$ cat src/rtl/swdog_pkg.sv
package swdog_pkg;
  typedef struct packed {
    logic       en;
    logic       pre;
    logic [1:0] tsel;
    logic       halt_en;
    logic       bm_ext;
    logic [1:0] bm_tim;
  } ctrl_t;

  localparam logic [7:0] KEY_FIRST  = 8'h55;
  localparam logic [7:0] KEY_SECOND = 8'hAA;

  localparam ctrl_t CTRL_RST = '{en: 1'b1, pre: 1'b0, tsel: 2'b11,
                                 halt_en: 1'b0, bm_ext: 1'b0, bm_tim: 2'b00};
endpackage

$ cat src/rtl/swdog_keydet.sv
module swdog_keydet
  import swdog_pkg::*;
(
  input  logic       clk,
  input  logic       rst_n,
  input  logic       svc_wr,
  input  logic [7:0] svc_data,
  output logic       svc_ok
);
  logic armed_q, armed_d;

  always_comb begin
    armed_d = armed_q;
    svc_ok  = 1'b0;
    if (svc_wr) begin
      if (armed_q && svc_data == KEY_SECOND) begin
        svc_ok  = 1'b1;
        armed_d = 1'b0;
      end else begin
        armed_d = (svc_data == KEY_FIRST);
      end
    end
  end

  always_ff @(posedge clk or negedge rst_n) begin
    if (!rst_n) armed_q <= 1'b0;
    else        armed_q <= armed_d;
  end
endmodule

$ cat src/rtl/swdog_presc.sv
module swdog_presc #(
  parameter int PRE_LOG2 = 9
) (
  input  logic clk,
  input  logic rst_n,
  input  logic clr,
  input  logic run,
  input  logic pre_on,
  output logic tick
);
  generate
    if (PRE_LOG2 > 0) begin : g_div
      logic [PRE_LOG2-1:0] p_q, p_d;

      always_comb begin
        p_d = p_q;
        if (clr || !run) p_d = '0;
        else if (pre_on) p_d = p_q + 1'b1;
      end

      assign tick = run && (!pre_on || (&p_q));

      always_ff @(posedge clk or negedge rst_n) begin
        if (!rst_n) p_q <= '0;
        else        p_q <= p_d;
      end
    end else begin : g_nodiv
      logic unused_ok;
      assign unused_ok = clr ^ pre_on;
      assign tick = run;
    end
  endgenerate
endmodule

$ cat src/rtl/swdog_cnt.sv
module swdog_cnt #(
  parameter int BASE_LOG2 = 9,
  parameter int STEP_LOG2 = 2
) (
  input  logic       clk,
  input  logic       rst_n,
  input  logic       clr,
  input  logic       run,
  input  logic       tick,
  input  logic [1:0] tsel,
  output logic       expire
);
  localparam int CW = BASE_LOG2 + STEP_LOG2 * 3;

  logic [CW-1:0] c_q, c_d, lim_m1;

  always_comb begin
    lim_m1 = (CW'(1) << (BASE_LOG2 + STEP_LOG2 * int'(tsel))) - CW'(1);
    expire = run && tick && (c_q == lim_m1);
    c_d    = c_q;
    if (clr || !run)  c_d = '0;
    else if (expire)  c_d = '0;
    else if (tick)    c_d = c_q + 1'b1;
  end

  always_ff @(posedge clk or negedge rst_n) begin
    if (!rst_n) c_q <= '0;
    else        c_q <= c_d;
  end
endmodule

$ cat src/rtl/swdog_top.sv
module swdog_top
  import swdog_pkg::*;
#(
  parameter int BASE_LOG2 = 9,
  parameter int STEP_LOG2 = 2,
  parameter int PRE_LOG2  = 9
) (
  input  logic       clk,
  input  logic       rst_n,
  input  logic       wr_en,
  input  logic       wr_sel,
  input  logic [7:0] wr_data,
  input  logic       cause_clr,
  output logic [7:0] ctrl_q,
  output logic       rst_req,
  output logic       wd_cause
);
  ctrl_t ctrl_r, ctrl_d;
  logic  locked, locked_d;
  logic  req_d, cause_d;
  logic  svc_ok, tick, expire, restart, ctrl_take;

  assign ctrl_take = wr_en && !wr_sel && !locked;
  assign restart   = ctrl_take || svc_ok;

  swdog_keydet keydet_i (
    .clk      (clk),
    .rst_n    (rst_n),
    .svc_wr   (wr_en && wr_sel),
    .svc_data (wr_data),
    .svc_ok   (svc_ok)
  );

  swdog_presc #(.PRE_LOG2(PRE_LOG2)) presc_i (
    .clk    (clk),
    .rst_n  (rst_n),
    .clr    (restart),
    .run    (ctrl_r.en),
    .pre_on (ctrl_r.pre),
    .tick   (tick)
  );

  swdog_cnt #(.BASE_LOG2(BASE_LOG2), .STEP_LOG2(STEP_LOG2)) cnt_i (
    .clk    (clk),
    .rst_n  (rst_n),
    .clr    (restart),
    .run    (ctrl_r.en),
    .tick   (tick),
    .tsel   (ctrl_r.tsel),
    .expire (expire)
  );

  always_comb begin
    ctrl_d   = ctrl_r;
    locked_d = locked;
    if (ctrl_take) begin
      ctrl_d   = ctrl_t'(wr_data);
      locked_d = 1'b1;
    end
    req_d   = expire;
    cause_d = wd_cause;
    if (expire)         cause_d = 1'b1;
    else if (cause_clr) cause_d = 1'b0;
  end

  always_ff @(posedge clk or negedge rst_n) begin
    if (!rst_n) begin
      ctrl_r   <= CTRL_RST;
      locked   <= 1'b0;
      rst_req  <= 1'b0;
      wd_cause <= 1'b0;
    end else begin
      ctrl_r   <= ctrl_d;
      locked   <= locked_d;
      rst_req  <= req_d;
      wd_cause <= cause_d;
    end
  end

  assign ctrl_q = ctrl_r;
endmodule

$ cat config.mk
export PLATFORM = sky130hd
export DESIGN_NAME = swdog_top
export DESIGN_NICKNAME = d
export VERILOG_FILES = /design/src/rtl/swdog_pkg.sv /design/src/rtl/swdog_keydet.sv /design/src/rtl/swdog_presc.sv /design/src/rtl/swdog_cnt.sv /design/src/rtl/swdog_top.sv
export SDC_FILE = /design/constraint.sdc
export NUM_CORES = 1
export LEC_CHECK = 0
export ABC_CLOCK_PERIOD_IN_PS = 2640
export BUFFER_PORTS_ARGS = -buffer_cell sky130_fd_sc_hd__buf_2
export CAP_MARGIN = 10
export CORE_ASPECT_RATIO = 0.7
export CORE_MARGIN = 3
export CORE_UTILIZATION = 56
export CTS_CLUSTER_DIAMETER = 200
export DETAILED_ROUTE_END_ITERATION = 10
export PLACE_DENSITY = 0.78
export SLEW_MARGIN = 40
export SYNTH_ARGS = -nofsm -noshare
export SYNTH_HDL_FRONTEND = slang
export SYNTH_SLANG_ARGS = --single-unit
$ cat constraint.sdc
create_clock -name clk -period 2.64 [get_ports clk]
set_input_delay 0.528 -clock clk [delete_from_list [all_inputs] [get_ports clk]]
set_output_delay 0.528 -clock clk [all_outputs]
set_load 0.005 [all_outputs]
==> impl_metrics.yaml, run 1 <==
timing:
  setup_ws_ns: 0.2460
  fin_skew_ns: 0.008433
  slew_viol_final: 0
  rsz0062_at_grt: "no"
  tns_ns: 0
  period_needed_ns: 2.394
  slew_headroom: 0.6586
  timing.final.crit_share: 0.9068
  fmax_mhz: 417.7
  worstMarginPinSlew_ns: 0.5111
  hold_violations: 0
  finalSetupViolCount: 0
floorplanning:
  start_util: 0.6086
  die_height_um: 53.00
  core_sq_mm: 0.002903
  die-area_sq_mm: 0.003876
  ios: 23
  die_x_um: 73.14
  rows: 16
cts:
  ctsHoldBuffers: 0
  cts.sinks: 36
  root_buffer: "clkbuf_8"
  ctsResizeCount: 0
  clk_path_buf_depth: 2
  cts_setup_buffers: 0
  cts_tree: "yes"
  cts_buffers: 5
  ctsHtreeMaxLevel: 2
  insertion_delay_ns: 0.29
  clk_pin_slew_ns: 0.07
worst_setup_path:
  crit_fanout: 7
  crit_slowest_cell: "or4_4"
  cp-startpoint: "presc_i.g_div.p_q[3]"
  crit_type: "flop to flop"
  cp_cell_sequence: "and3_1 > nand2_1 > nor2_1 > ha_1 > nand2b_1 > o2111ai_1 > or4_4 > inv_2 > or4_1 > a31oi_1"
  r2r-start: "presc_i.g_div.p_q[3]"
  cp-start-kind: "flop"
  critical_path.endpoint_type: "flop"
  crit_required_ns: 2.81
  cp.arrival_ns: 2.57
  crit_family: "simple AND/OR/NAND/NOR gates"
  critPathBufInv: 1
  crit_path_max_incr_delay_ns: 0.60
logic_synthesis:
  synth_area_sq_mm: 0.001767
  syn_inst: 171
  synthSimpleGateAreaFrac: 0.2365
  synthTopCellsByArea: "dfrtp_1 47%, xor2_1 5.9%, dfstp_2 4.5%, mux2_2 4.5%, nor2_1 4.5%"
  synth_top_area_frac: 0.4674
  syn_nets: 187
  muxShareOfSynthArea: 0.05595
  ys_ff_latch: 36
  synth_fa_ha_area_frac: 0.02125
  ys_seq_area_frac: 0.5120
  synth_xor_area_frac: 0.07932
  syn_area_per_cell_sq_um: 10.33
  yosysUniqueCellTypes: 36
  synth_compound_area_frac: 0.06091
  synth_top_area_cell: "dfrtp_1"
  ys_warn_count: 0
  synth_top_family_by_area: "simple AND/OR/NAND/NOR gates"
power_and_ir_drop:
  peakVddDrop_v: 0.0003840
  power_density_mw_per_mm2: 585.5
  total_power_mw: 1.172
  p_leak_nw: 0.8993
final_layout:
  nFillCells: 219
  layout-drive-gt1-share: 0.2335
  layout_commonest_cell: "dfrtp_1"
  antenna_cells: 0
  mostFrequentLayoutCells: "33 x dfrtp_1, 21 x nor2_1, 21 x buf_2"
  area_delta_synth_final_pct: 13.31
  nets: 212
status:
  status: "finished clean"
place:
  io_buffers: 22
  pre_cts_ws_ns: 0.07959
  hpwl_um: 2489
  place_congestion: 0.8561
route:
  viasPerCell: 5.820
  drc_errors: 0
  routed_wl_um: 3562
  ant_nets: 0
  vias: 1356
  firstDrtPassIters: 5
  wl_per_cell_um: 15.29
  drt-initial-drc-count: 82
grt:
  grt_pass1_vias: 1308
  gr-total-overflow: 0
  grt_start_max_net_pins: 37
  antenna_found_initial: 0
  grt_first_pass_wirelength_um: 5802
  track_usage: 0.2050
run:
  maxCapViolCount: 0
hold_path:
  hold_class: "input pin to async pin"
[power breakdown]
part / switching [mW] / internal (mW) / leakage (nW) / total, mW
sequential: 0.0258 / 0.588 / 0.479 / 0.614
clock: 0.187 / 0.212 / 0.0445 / 0.399
combinational: 0.0887 / 0.0709 / 0.376 / 0.160
total: 0.302 / 0.870 / 0.899 / 1.17
[worst register-to-register path, stage by stage, from the launching register on]
cell       delay (ns)
dfrtp_1          0.41
and3_1           0.20
nand2_1          0.09
nor2_1           0.12
ha_1             0.16
nand2b_1         0.25
o2111ai_1        0.16
or4_4            0.60
inv_2            0.10
or4_1            0.11
a31oi_1          0.08
[registers in the layout, summed over array words and instances (netlist names)]
signal,cells
locked,1
presc_i.g_div.p_q,9
rst_req,1
wd_cause,1
ctrl_q,8
cnt_i.c_q,15
keydet_i.armed_q,1
[cells by family after synthesis]
group	after synthesis
AOI/OAI and AO/OA	17
xor gates and xnor gates	16
adders and majority gates	3
buffers and inverters	11
DFF	36
muxes	9
and+or+nand+nor	79
[metrics by stage]
stage / instance area (sq um) / hold slack (ns) / utilization / std cells
after global routing: 2002 / 0.2112 / 0.6897 / 233
after global placement: 1899 / 0.4591 / 0.6543 / 225
final: 2002 / 0.1751 / 0.6897 / 233
after CTS: 1993 / 0.3273 / 0.6866 / 233
after floorplan: 1767 / 0.2324 / - / 171
after detailed placement: 1899 / 0.4660 / 0.6543 / 225
[worst paths after layout]
path / endpoint / slack [ns] / depth (start not counted)
max: cnt_i.c_q[13] / 0.25 / 10
min: presc_i.g_div.p_q[4] / 0.18 / 1
max reg2reg: cnt_i.c_q[13] / 0.25 / 10
min reg2reg: locked / 0.48 / 1
max in group asynchronous: ctrl_q[7] / 2.13 / 1
min in group clk: wd_cause / 0.43 / 2
[cell usage after synthesis]
cell type	instances
a22oi_1	1
inv_2	1
o2111ai_1	1
mux2i_1	2
or4_1	3
nor2_1	21
a21bo_1	1
dfrtp_1	33
nor4bb_1	3
a21o_1	1
xnor2_1	4
xor2_1	12
a21oi_1	6
clkbuf_1	2
buf_4	5
nor3_1	1
mux2_2	7
and3_1	3
nor2b_1	1
ha_1	3
nand2_1	17
dfstp_2	3
nand3_1	9
nor3b_2	1
o21ai_0	3
inv_1	3
and4_1	3
nand4_1	6
and2_0	1
nand2b_1	4
nor4_1	2
nor4b_1	1
or3_1	2
a31oi_1	3
a41o_1	1
and2_1	1
[routing by layer]
| metal | vias to the layer above | part of all wire | track usage |
|---|---|---|---|
| li1 | 647 | - | - |
| met1 | 648 | 0.47 | 0.2678 |
| met2 | 57 | 0.43 | 0.3027 |
| met3 | 4 | 0.090 | 0.07021 |
| met4 | 0 | 0.011 | 0.1012 |
| met5 | - | 0 | 0 |
[cell type report]
class,count,area [sq um],share of cell area
Clock buffer,7,86.33,0.04313
Clock inverter,1,7.507,0.003750
Inverter,4,15.01,0.007500
Multi-Input combinational cell,124,808.3,0.4037
Sequential cell,36,904.6,0.4519
Tap cell,36,45.04,0.02250
Timing Repair Buffer,25,135.1,0.06750
No activity file was read; power rests on OpenSTA's default activity.
==> inputs of run 2 (changes only) <==
--- a/config.mk
+++ b/config.mk
@@ -10,10 +10,10 @@
 export CAP_MARGIN = 10
 export CORE_ASPECT_RATIO = 0.7
 export CORE_MARGIN = 3
-export CORE_UTILIZATION = 56
+export CORE_UTILIZATION = 55
 export CTS_CLUSTER_DIAMETER = 200
 export DETAILED_ROUTE_END_ITERATION = 10
-export PLACE_DENSITY = 0.78
+export PLACE_DENSITY = 0.76
 export SLEW_MARGIN = 40
 export SYNTH_ARGS = -nofsm -noshare
 export SYNTH_HDL_FRONTEND = slang
==> run 2 against run 1 <==
  * First-iteration DRC count up 29%
  * Cell count did not move
  * Largest power group unchanged
  * Register-to-register slack barely moved
  * Fmax about the same
  * Power is 6.1% higher
  * Hold slack lost 0.0014 ns
  * Setup slack lost 0.0011 ns
  * Global-route usage is 0.30 points higher
  * Routed wire length down 1.7%
  * Sequential cell count is the same
  * Non-clock buffer count did not move
  * Critical path type unchanged
  * Core utilization hardly changed
==> impl_metrics.yaml, run 2 (synthesized netlist as in run 1, its figures left out) <==
route:
  drt-initial-drc-count: 106
  viasPerCell: 5.682
  top_layer_used: "met4"
  routed_wl_um: 3500
  firstDrtPassIters: 4
  met1_length_um: 1656
  met3_length_um: 255
  drc_errors: 0
  vias: 1324
  wl_met2_um: 1529
  wl_per_cell_um: 15.02
  ant_nets: 0
timing:
  whs_ns: 0.1737
  tns_ns: 0
  worstMarginPinSlew_ns: 0.5349
  slew_viol_final: 0
  fmax_mhz: 417.5
  setup_ws_ns: 0.2449
  timing.final.crit_share: 0.9072
  slew_headroom: 0.6427
  finalSetupViolCount: 0
  period_needed_ns: 2.395
  hold_violations: 0
  fin_skew_ns: 0.007817
  rsz0062_at_grt: "no"
worst_setup_path:
  crit_required_ns: 2.81
  crit_family: "simple AND/OR/NAND/NOR gates"
  crit_fanout: 7
  reg2reg_slack_ns: 0.24
  cp-start-kind: "flop"
  cp_common_cell: "ha_1"
  rr_endpoint: "cnt_i.c_q[13]"
  r2r_cells: 10
  critical_path.endpoint_type: "flop"
  cp_cell_sequence: "ha_1 > nand3_1 > nor2_1 > ha_1 > nand2b_1 > o2111ai_1 > or4_4 > inv_2 > or4_1 > a31oi_1"
  crit_type: "flop to flop"
  r2r-start: "presc_i.g_div.p_q[0]"
  crit_path_max_incr_delay_ns: 0.60
  critPathBufInv: 1
  cp.arrival_ns: 2.57
  crit_slowest_cell: "or4_4"
final_layout:
  finalNonFillerCells: 233
  top_register: "cnt_i.c_q"
  mostFrequentLayoutCells: "33 x dfrtp_1, 21 x nor2_1, 21 x buf_2"
  final_util: 0.6896
  layout-drive-gt1-share: 0.2335
  largest_register_ffs: 15
  nFillCells: 222
  antenna_cells: 0
  area_delta_synth_final_pct: 14.09
  final_cell_area_sq_mm: 0.002016
  nets: 212
  layout_commonest_cell: "dfrtp_1"
floorplanning:
  die_height_um: 53.42
  die-area_sq_mm: 0.003939
  ios: 23
  core_sq_mm: 0.002923
  rows: 16
  start_util: 0.6045
  die_x_um: 73.74
place:
  io_buffers: 22
  hpwl_um: 2488
  dp.cells: 225
  pre_cts_ws_ns: 0.1012
  place_congestion: 0.8230
  place_area_sq_mm: 0.001899
grt:
  grt_pass1_vias: 1304
  antenna_found_initial: 0
  gr-total-overflow: 0
  track_usage: 0.2080
  grt_start_max_net_pins: 37
  grt_first_pass_wirelength_um: 6058
power_and_ir_drop:
  power_density_mw_per_mm2: 617.0
  seqPwrFrac: 0.493
  power.internal_uw: 938.5
  total_power_mw: 1.244
  power_frac_clock: 0.377
  p_sw_frac: 0.2454
  p_sw_uw: 305.2
  comb_power_share: 0.130
  p_leak_nw: 0.9100
  peakVddDrop_v: 0.0003368
cts:
  cts_setup_buffers: 0
  clk_path_buf_depth: 2
  cts.sinks: 36
  cts_tree: "yes"
  root_buffer: "clkbuf_8"
  insertion_delay_ns: 0.29
  ctsHtreeMaxLevel: 2
  clk_pin_slew_ns: 0.07
  ctsHoldBuffers: 0
  ctsResizeCount: 0
  cts_buffers: 5
run:
  maxCapViolCount: 0
hold_path:
  hold_class: "input pin to async pin"
status:
  status: "finished clean"
==> run 2: metal layers <==
metal	vias up	global-route usage
li1	646	-
met1	625	0.2838
met2	45	0.3132
met3	8	0.05123
met4	0	0.09036
met5	-	0
==> run 2: how the worst max path moves through the flow <==
| stage | from | end | slack (ns) | cells after the start |
|---|---|---|---|---|
| floorplan | presc_i.g_div.p_q[0] | cnt_i.c_q[13] | 0.45 | 11 |
| global placement | presc_i.g_div.p_q[0] | cnt_i.c_q[12] | 0.22 | 9 |
| detailed placement | presc_i.g_div.p_q[0] | cnt_i.c_q[9] | 0.10 | 9 |
| CTS | presc_i.g_div.p_q[0] | cnt_i.c_q[9] | 0.04 | 9 |
| global route | presc_i.g_div.p_q[3] | cnt_i.c_q[13] | 0.07 | 10 |
| finish | presc_i.g_div.p_q[0] | cnt_i.c_q[13] | 0.24 | 10 |
==> run 2: worst register-to-register path, stage by stage, from the launching register on <==
cell and delay, ns:
dfrtp_1 0.38, ha_1 0.24, nand3_1 0.09, nor2_1 0.10, ha_1 0.17, nand2b_1 0.24
o2111ai_1 0.16, or4_4 0.60, inv_2 0.11, or4_1 0.10, a31oi_1 0.08
==> run 2: cell type report <==
type / count / area, sq um / area share
Tap cell: 36 / 45.04 / 0.02235
Sequential cell: 36 / 904.6 / 0.4488
Clock buffer: 6 / 72.57 / 0.03600
Timing Repair Buffer: 25 / 135.1 / 0.06704
Multi-Input combinational cell: 124 / 808.3 / 0.4010
Clock inverter: 2 / 35.03 / 0.01738
Inverter: 4 / 15.01 / 0.007449
==> run 2: power by group through the flow <==
stage	clock network (mW)	registers [mW]	logic, mW
5_1_grt	0.499	0.618	0.180
4_1_cts	0.476	0.613	0.160
2_1_floorplan	0	0.618	0.102
3_5_place_dp	0	0.623	0.159
3_3_place_gp	0	0.621	0.155
6_report	0.469	0.613	0.161
